`src/rtl/seg_base_pkg.sv`:
```
package seg_base_pkg;
   typedef enum logic [2:0] {
      SEG_NONE = 3'd0,
      SEG_ES   = 3'd1,
      SEG_CS   = 3'd2,
      SEG_SS   = 3'd3,
      SEG_DS   = 3'd4,
      SEG_FS   = 3'd5,
      SEG_GS   = 3'd6
   } seg_sel_e;

   localparam int unsigned NUM_BASES = 2;
   localparam int unsigned IDX_FS    = 0;
   localparam int unsigned IDX_GS    = 1;
endpackage

```
`src/rtl/seg_canon_chk.sv`:
```
module seg_canon_chk #(
   parameter int unsigned ADDR_W  = 64,
   parameter int unsigned VA_BITS = 48
) (
   input  logic [ADDR_W-1:0] value,
   output logic              ok
);
   localparam int unsigned TOP_W = ADDR_W - VA_BITS + 1;

   initial begin
      assert (VA_BITS < ADDR_W && VA_BITS > 1)
         else $fatal(1, "seg_canon_chk: VA_BITS must lie below ADDR_W");
   end

   logic [TOP_W-1:0] top_bits;
   assign top_bits = value[ADDR_W-1:VA_BITS-1];
   assign ok       = (&top_bits) | ~(|top_bits);
endmodule

```
`src/rtl/seg_ea_adder.sv`:
```
module seg_ea_adder
   import seg_base_pkg::*;
#(
   parameter int unsigned ADDR_W = 64,
   parameter int unsigned DISP_W = 32
) (
   input  logic              mode64,
   input  logic [2:0]        seg_sel,
   input  logic [ADDR_W-1:0] fs_base,
   input  logic [ADDR_W-1:0] gs_base,
   input  logic [ADDR_W-1:0] addr_base,
   input  logic [ADDR_W-1:0] addr_index,
   input  logic [1:0]        addr_scale,
   input  logic [DISP_W-1:0] addr_disp,
   output logic [ADDR_W-1:0] ea
);
   localparam int unsigned EXT_W = ADDR_W - DISP_W;

   initial begin
      assert (DISP_W < ADDR_W)
         else $fatal(1, "seg_ea_adder: DISP_W must be narrower than ADDR_W");
   end

   seg_sel_e          sel;
   logic [ADDR_W-1:0] seg_term;
   logic [ADDR_W-1:0] idx_term;
   logic [ADDR_W-1:0] disp_term;

   assign sel = seg_sel_e'(seg_sel);

   always_comb begin
      seg_term = '0;
      if (mode64) begin
         if (sel == SEG_FS)      seg_term = fs_base;
         else if (sel == SEG_GS) seg_term = gs_base;
      end
   end

   assign idx_term  = addr_index << addr_scale;
   assign disp_term = {{EXT_W{addr_disp[DISP_W-1]}}, addr_disp};
   assign ea        = seg_term + addr_base + idx_term + disp_term;
endmodule

```
`src/rtl/seg_base_regs.sv`:
```
module seg_base_regs
   import seg_base_pkg::*;
#(
   parameter int unsigned ADDR_W  = 64,
   parameter int unsigned VA_BITS = 48,
   parameter int unsigned MSR_W   = 32,
   parameter logic [MSR_W-1:0] FS_ADDR = 32'hC000_0100,
   parameter logic [MSR_W-1:0] GS_ADDR = 32'hC000_0101
) (
   input  logic              clk,
   input  logic              rst_n,
   input  logic              mode64,
   input  logic [1:0]        cpl,
   input  logic              base_en,
   input  logic              msr_req,
   input  logic              msr_we,
   input  logic [MSR_W-1:0]  msr_addr,
   input  logic [ADDR_W-1:0] msr_wdata,
   output logic [ADDR_W-1:0] msr_rdata,
   input  logic              ins_req,
   input  logic              ins_gs,
   input  logic              ins_op32,
   input  logic [ADDR_W-1:0] ins_data,
   output logic [ADDR_W-1:0] fs_base,
   output logic [ADDR_W-1:0] gs_base,
   output logic              fault
);
   localparam int unsigned HALF_W = ADDR_W / 2;

   initial begin
      assert (ADDR_W % 2 == 0 && FS_ADDR != GS_ADDR)
         else $fatal(1, "seg_base_regs: bad parameters");
   end

   logic [ADDR_W-1:0]    base_q [NUM_BASES];
   logic [NUM_BASES-1:0] msr_hit;
   logic [NUM_BASES-1:0] msr_wr;
   logic [NUM_BASES-1:0] ins_wr;
   logic                 msr_canon;
   logic                 ins_canon;
   logic                 msr_priv;
   logic                 ins_allowed;
   logic                 msr_fault;
   logic                 ins_fault;
   logic [ADDR_W-1:0]    ins_val;

   seg_canon_chk #(.ADDR_W(ADDR_W), .VA_BITS(VA_BITS)) u_msr_canon (
      .value (msr_wdata),
      .ok    (msr_canon)
   );

   seg_canon_chk #(.ADDR_W(ADDR_W), .VA_BITS(VA_BITS)) u_ins_canon (
      .value (ins_data),
      .ok    (ins_canon)
   );

   assign msr_hit[IDX_FS] = (msr_addr == FS_ADDR);
   assign msr_hit[IDX_GS] = (msr_addr == GS_ADDR);
   assign msr_priv        = (cpl == 2'd0);

   assign msr_fault   = msr_req & (~msr_priv | ~(|msr_hit) | (msr_we & ~msr_canon));
   assign ins_allowed = base_en & mode64 & (ins_op32 | ins_canon);
   assign ins_fault   = ins_req & ~ins_allowed;
   assign fault       = msr_fault | ins_fault;

   assign ins_val = ins_op32 ? {{HALF_W{1'b0}}, ins_data[HALF_W-1:0]} : ins_data;

   for (genvar gi = 0; gi < NUM_BASES; gi++) begin : g_base
      assign msr_wr[gi] = msr_req & msr_we & msr_priv & msr_canon & msr_hit[gi];
      assign ins_wr[gi] = ins_req & ins_allowed & (ins_gs == gi[0]);

      always_ff @(posedge clk) begin
         if (!rst_n)          base_q[gi] <= '0;
         else if (msr_wr[gi]) base_q[gi] <= msr_wdata;
         else if (ins_wr[gi]) base_q[gi] <= ins_val;
      end
   end

   always_comb begin
      msr_rdata = '0;
      if (msr_req && !msr_we && msr_priv) begin
         if (msr_hit[IDX_FS])      msr_rdata = base_q[IDX_FS];
         else if (msr_hit[IDX_GS]) msr_rdata = base_q[IDX_GS];
      end
   end

   assign fs_base = base_q[IDX_FS];
   assign gs_base = base_q[IDX_GS];

   // privileged canonical write lands in the FS base one cycle later
   assert_fs_load_R5: assert property (@(posedge clk) disable iff (!rst_n)
      (msr_req && msr_we && cpl == 2'd0 && msr_addr == FS_ADDR && msr_canon)
      |=> (fs_base == $past(msr_wdata)));

   assert_priv_fault_R6: assert property (@(posedge clk) disable iff (!rst_n)
      (msr_req && cpl != 2'd0) |-> (fault && msr_rdata == '0));

   assert_priv_hold_R6: assert property (@(posedge clk) disable iff (!rst_n)
      (msr_req && msr_we && cpl != 2'd0 && !ins_req)
      |=> ($stable(fs_base) && $stable(gs_base)));

   assert_noncanon_hold_R7: assert property (@(posedge clk) disable iff (!rst_n)
      (msr_req && msr_we && !ins_req &&
       !(&msr_wdata[ADDR_W-1:VA_BITS-1]) && (|msr_wdata[ADDR_W-1:VA_BITS-1]))
      |=> ($stable(fs_base) && $stable(gs_base)));

   assert_bad_addr_R8: assert property (@(posedge clk) disable iff (!rst_n)
      (msr_req && msr_addr != FS_ADDR && msr_addr != GS_ADDR)
      |-> (fault && msr_rdata == '0));

   assert_op32_upper_R10: assert property (@(posedge clk) disable iff (!rst_n)
      (ins_req && ins_op32 && base_en && mode64 && !msr_req)
      |=> (($past(ins_gs) ? gs_base[ADDR_W-1:HALF_W] : fs_base[ADDR_W-1:HALF_W]) == '0));
endmodule

```
`src/rtl/seg_base_agu.sv`:
```
module seg_base_agu #(
   parameter int unsigned ADDR_W  = 64,
   parameter int unsigned VA_BITS = 48,
   parameter int unsigned DISP_W  = 32,
   parameter int unsigned MSR_W   = 32,
   parameter logic [MSR_W-1:0] FS_ADDR = 32'hC000_0100,
   parameter logic [MSR_W-1:0] GS_ADDR = 32'hC000_0101
) (
   input  logic              clk,
   input  logic              rst_n,
   input  logic              mode64,
   input  logic [1:0]        cpl,
   input  logic              base_en,
   input  logic [2:0]        seg_sel,
   input  logic [ADDR_W-1:0] addr_base,
   input  logic [ADDR_W-1:0] addr_index,
   input  logic [1:0]        addr_scale,
   input  logic [DISP_W-1:0] addr_disp,
   output logic [ADDR_W-1:0] ea,
   input  logic              msr_req,
   input  logic              msr_we,
   input  logic [MSR_W-1:0]  msr_addr,
   input  logic [ADDR_W-1:0] msr_wdata,
   output logic [ADDR_W-1:0] msr_rdata,
   input  logic              ins_req,
   input  logic              ins_gs,
   input  logic              ins_op32,
   input  logic [ADDR_W-1:0] ins_data,
   output logic              fault
);
   logic [ADDR_W-1:0] fs_base;
   logic [ADDR_W-1:0] gs_base;

   seg_base_regs #(
      .ADDR_W  (ADDR_W),
      .VA_BITS (VA_BITS),
      .MSR_W   (MSR_W),
      .FS_ADDR (FS_ADDR),
      .GS_ADDR (GS_ADDR)
   ) u_regs (
      .clk       (clk),
      .rst_n     (rst_n),
      .mode64    (mode64),
      .cpl       (cpl),
      .base_en   (base_en),
      .msr_req   (msr_req),
      .msr_we    (msr_we),
      .msr_addr  (msr_addr),
      .msr_wdata (msr_wdata),
      .msr_rdata (msr_rdata),
      .ins_req   (ins_req),
      .ins_gs    (ins_gs),
      .ins_op32  (ins_op32),
      .ins_data  (ins_data),
      .fs_base   (fs_base),
      .gs_base   (gs_base),
      .fault     (fault)
   );

   seg_ea_adder #(
      .ADDR_W (ADDR_W),
      .DISP_W (DISP_W)
   ) u_adder (
      .mode64     (mode64),
      .seg_sel    (seg_sel),
      .fs_base    (fs_base),
      .gs_base    (gs_base),
      .addr_base  (addr_base),
      .addr_index (addr_index),
      .addr_scale (addr_scale),
      .addr_disp  (addr_disp),
      .ea         (ea)
   );
endmodule

```
`config.mk`:
```
export PLATFORM = sky130hd
export DESIGN_NAME = seg_base_agu
export DESIGN_NICKNAME = d
export VERILOG_FILES = /design/src/rtl/seg_base_pkg.sv /design/src/rtl/seg_canon_chk.sv /design/src/rtl/seg_ea_adder.sv /design/src/rtl/seg_base_regs.sv /design/src/rtl/seg_base_agu.sv
export SDC_FILE = /design/constraint.sdc
export NUM_CORES = 1
export LEC_CHECK = 0
export ABC_AREA = 1
export BUFFER_PORTS_ARGS = -buffer_cell sky130_fd_sc_hd__buf_2
export CAP_MARGIN = 15
export CORE_MARGIN = 2
export CORE_UTILIZATION = 56
export CTS_CLUSTER_DIAMETER = 80
export DETAILED_ROUTE_END_ITERATION = 7
export HOLD_SLACK_MARGIN = 0.1
export MAX_ROUTING_LAYER = met4
export PLACE_DENSITY_LB_ADDON = 0.25
export SYNTH_ARGS = -nofsm -noshare
export SYNTH_HDL_FRONTEND = slang
export SYNTH_SLANG_ARGS = --single-unit
```
`constraint.sdc`:
```
create_clock -name clk -period 9.15 [get_ports clk]
set_clock_uncertainty 0.15 [all_clocks]
set_input_delay 0.915 -clock clk [delete_from_list [all_inputs] [get_ports clk]]
set_output_delay 0.915 -clock clk [all_outputs]
set_load 0.01 [all_outputs]
```
---- After elaboration in Yosys (flattened, before gate mapping) ----
Memories as Yosys holds them, arrays and structs flattened.
Index checks and enable logic that the tools add are counted.
W data, S select, Z words.
storage, ports and cells
  flip-flop bits (word level) ............. 0
  input port bits ......................... 336
  RAM bits ................................ 128
  ROM bits ................................ 0
  word-level logic and storage cells ...... 74
  bits in latches ......................... 0
  output and inout port bits .............. 129
  memories kept ........................... 1
cells by class
  equality and inequality tests ........... 4
  div/mod/pow operators ................... 0
  shifts and indexed selects .............. 1
  mux-type cells .......................... 26
  reductions and logical operators ........ 9
  bitwise gates (word level) .............. 30
  $lt $le $gt $ge ......................... 0
  multiply operators ...................... 0
  add/subtract/negate cells ............... 3
memory list
  name           words  width  rd ports  clocked after Yosys merged registers in  wr ports  RTL line             source
  u_regs.base_q  2      64     2         0                                        2         seg_base_regs.sv:35  logic [ADDR_W-1:0] base_q [NUM_BASES];
operator list
  operator                number
  $mux W64                11
  $add A64 B64 Y64        3
  $eq A32 B32 Y1 const B  2
  $shl A64 B2 Y64         1
  $reduce_and A17 Y1      2
  $reduce_or A17 Y1       2
  $mux W1                 15
  $and A1 B1 Y1           13
  $or A1 B1 Y1            10
  $not A1 Y1              7
  $eq A3 B3 Y1 const B    2
  $logic_and A1 B1 Y1     2
  $logic_not A2 Y1        1
  $reduce_or A2 Y1        1
  $logic_not A1 Y1        1

---- Longest topological paths before layout ----
  depth in word-level cells ............... 12
  depth in mapped cells ................... 23
  mapped depth without buffers ............ 22

---- Cells and area by module ----
From an unflattened synthesis, not the netlist that was laid out.
second synthesis, totals
  cells, all modules ...................... 3372
  area, all modules ....................... 20170.6 µm²
by module, submodules not included
  module         instances  cells each  area each (µm²)
  seg_ea_adder   1          2237        11842.6
  seg_base_regs  1          1081        8102.8
  seg_canon_chk  2          27          112.6

---- Worst setup path after synthesis ----
OpenSTA, ideal clock, no wires.
  path type ............................... in2reg
  from .................................... input port ins_data[62]
  to ...................................... memory u_regs.base_q[0][0] (enable)
  arrival time ............................ 5.967 ns
  required time ........................... 8.426 ns
  setup slack ............................. 2.458 ns
  setup time .............................. 0.574 ns
  stages .................................. 7
  cell sequence ........................... nor2_1 -> nand2_1 -> nor2_1 -> nand2_1 -> nand2_1 -> nand4_4 -> o21ai_0
RTL lines
  item             RTL line             source
  start, declared  seg_base_agu.sv:28   input logic [ADDR_W-1:0] ins_data,
  end, declared    seg_base_regs.sv:35

---- Worst setup path in the final report ----
  from .................................... input port seg_sel[0]
  to ...................................... output port ea[51]
on the way
  cells in the longest elaborated chain, start to end .. 7
RTL lines
  item                                RTL line            source
  start, declared                     seg_base_agu.sv:14  input logic [2:0] seg_sel,
  $eq A3 B3 Y1                        seg_ea_adder.sv:35  else if (sel == SEG_GS) seg_term = gs_base;
  $mux W64                            seg_ea_adder.sv:35
  $mux W64 (*)                        seg_ea_adder.sv:34  if (sel == SEG_FS) seg_term = fs_base;
  $mux W64 (*)                        seg_ea_adder.sv:33  if (mode64) begin
  $add A64 B64 Y64 (*) (3 in series)  seg_ea_adder.sv:41  assign ea = seg_term + addr_base + idx_term + disp_term;
  end, declared                       seg_base_agu.sv:19  output logic [ADDR_W-1:0] ea,
Mark *: on every way between the ends. The rest lies on a longest branch, timed or not.

==> flow_metrics.tcl <==
set metrics [dict create \
    cts.clk_slew.worst_paths_ns 0.06 \
    async_flop_share_pct 0 \
    antenna_found_initial 12 \
    vias 22357 \
    top_regs "u_regs.base_q x128" \
    synth_fp_nets 3558 \
    vdd_drop_max_uv 153 \
    finalCritPeriodShare_pct 77.5 \
    slowest_stage "nor2_1" \
    tightest_slew_ns 1.17 \
    htree_levels 4 \
    critPathKind "input port to primary output" \
    synth_ff_type "edfxtp_1" \
    critPathRequiredTime_ns 8.09 \
    place_hpwl_mm 62.7 \
    top_register "u_regs.base_q" \
    arrival_ns 6.02 \
    io_buffers 464 \
    drive_gt1_share_pct 15.9 \
    drt-vias-per-instance 5.76 \
    first_iter_violations 2796 \
    rsz0062_at_grt "false" \
    post_drt_wl_per_cell_um 20.1 \
    fmax_mhz 141 \
    hold_path.class "input port to flip-flop" \
    grt_pass1_vias 21164 \
    syn_to_final_growth_pct 17.0 \
    tritoncts "built" \
    wirelength_mm 77.9 \
    firstDrtPassIters 8 \
    synth.distinct_cells 34 \
    cts_setup_buffers 0 \
    grt_use_total_pct 44.9 \
    power_density_nw_per_um2 183 \
    status "complete, but fails checks" \
    tns_ns 0 \
    largest_register_ffs 128 \
    ios 465 \
    cp_common_cell "nand2_1" \
    grt_start_max_net_pins 67 \
    violations "design-rule violations" \
    grt_overflow 0 \
    yosys_warnings 0 \
    clockBufferDepth 2 \
    core_sq_um 33400 \
    cts_made_buffers 17 \
    final_util_pct 66.2 \
    die_w_um 188 \
    die_h_um 188 \
    num_rows 67 \
    hold_violations 0 \
    drv_cap 0 \
    synthCells 3033 \
    maxSlewViolCount 0 \
    fin_nets 3934 \
    ant_nets 0 \
    grt_pass1_wl_mm 118 \
    endpoint_kind "primary output" \
    start_util_pct 56.6 \
    nFillCells 3028 \
    cts_hold_buf 0 \
    avgSynthCellArea_sq_um 6.22 \
    drc 11 \
    max_stage_delay_ns 0.72 \
    relSlewSlack_pct 22.3 \
    finalWeightedCongestion 1.06 \
    setup_viol 0 \
    fin_area_sq_um 22100 \
    dieArea_sq_um 35200 \
    power_leakage_nw 12.0 \
    place_area_sq_um 21300 \
    clock_sinks 128 \
    ys_ff_latch 128 \
    root_buffer "clkbuf_16" \
    syn-cell-area_sq_um 18900 \
    startpoint_type "input port" \
    yosysSeqAreaShare_pct 20.4 \
    synth_edf_count 128 \
    cp_cell_sequence "buf_2 > inv_1 > nor2_1 > nand2_2 > o21ai_0 > o211ai_1 > fa_1 > inv_1 > ha_1 > a21oi_1 > nand2_1 > nand2_1 > nand2_1 > nand2_1 > nand2_1 > nand2_1 > nand3_1 > nand2_1 > nand2_1 > nand2_1 > nand2_1 > buf_2" \
    post_cts_resized 0 \
    fin_crit_ns 7.09 \
    worstPathMaxFanout 43 \
]
-- power by group --
| part | internal [W] | leakage [nW] | switching (W) |
|---|---|---|---|
| sequential | 0.000684 | 1.22 | 0.0000283 |
| combinational | 0.000844 | 10.4 | 0.00171 |
| clock | 0.000510 | 0.317 | 0.000266 |
| total | 0.00204 | 12.0 | 0.00201 |
-- cell type report --
cell class                      count  area (sq um)  area share, %
Multi-Input combinational cell   2196         12300           55.6
Sequential cell                   128          3840           17.4
Timing Repair Buffer              484          2510           11.4
Inverter                          582          2180           9.90
Tap cell                          448           561           2.54
Clock buffer                       17           425           1.93
Clock inverter                     14           239           1.08
Antenna cell                       12          30.0          0.136
-- layer usage --
| metal | share of wire, % | up-vias | GRT usage [%] |
|---|---|---|---|
| met1 | 37 | 10143 | 56.1 |
| met4 | 6.9 | 0 | 24.7 |
| li1 | - | 10212 | - |
| met3 | 11 | 337 | 7.80 |
| met2 | 45 | 1665 | 69.4 |
| met5 | 0 | - | - |
-- kinds of logic (layout without fill, tap and decap cells) --
logic type               Yosys count  in the layout  share of synthesized area, %
AO/OA/AOI/OAI                    401            401                          11.7
XOR/XNOR                          34             34                          1.58
adder cells (fa/ha/maj)          189            189                          17.5
buffers and inverters            709           1097                          14.7
flip-flops                       128            128                          20.4
multiplexers                       5              5                         0.265
other                              0             12                             0
AND/OR/NAND/NOR                 1567           1567                          33.9
-- stage by stage --
stage	instances	hold slack, ns	worst slack, ns	power, W
6_report	3881	0.626	2.06	0.00404
5_1_grt	3881	0.641	1.77	0.00429
4_1_cts	3867	0.623	2.23	0.00397
3_5_place_dp	3836	1.06	2.23	0.00320
3_3_place_gp	3836	1.05	2.29	0.00319
2_1_floorplan	3033	0.951	2.46	0.00225
-- layout by cell type (no fill, tap or decap), types with 13 or more instances in the layout --
master / synthesis / routed
nand2_1: 934 / 932
inv_1: 576 / 574
buf_2: 33 / 464
nor2_1: 321 / 321
nand3_1: 242 / 242
a21oi_1: 165 / 165
o21ai_0: 160 / 159
edfxtp_1: 128 / 128
fa_1: 126 / 126
ha_1: 63 / 63
o211ai_1: 54 / 54
xor2_1: 32 / 32
nand4_1: 29 / 29
nor3_1: 17 / 17
clkbuf_16: 0 / 17
buf_4: 4 / 17
o21bai_1: 13 / 13
-- cells in the mapped netlist (all sizes together), types with 13 or more instances --
cell type	n	share of area [%]
xor2	32	1.5
inv	581	12
a21oi	165	4.4
clkbuf	77	1.5
nor3	17	0.45
o21ai	162	4.3
nand4	30	1.1
ha	63	4.2
nand3	251	6.9
o211ai	54	2.1
nand2	937	19
nor2	324	6.6
fa	126	13
edfxtp	128	20
buf	50	1.6
o21bai	13	0.52
-- worst max-delay path: cells and delay by family --
kind	cells	cell delay [ns]
simple gates	13	2.80
fa+ha+maj	2	0.99
buf+inv	4	0.46
compound gates	3	0.84
-- worst paths after layout --
kind                  slack (ns)                   end          start  cells after the start
worst min-delay path        0.63  u_regs.base_q[0][12]  msr_wdata[12]                      3
worst max-delay path        2.06                ea[51]     seg_sel[0]                     22
Power figures use the tool's default switching activity.
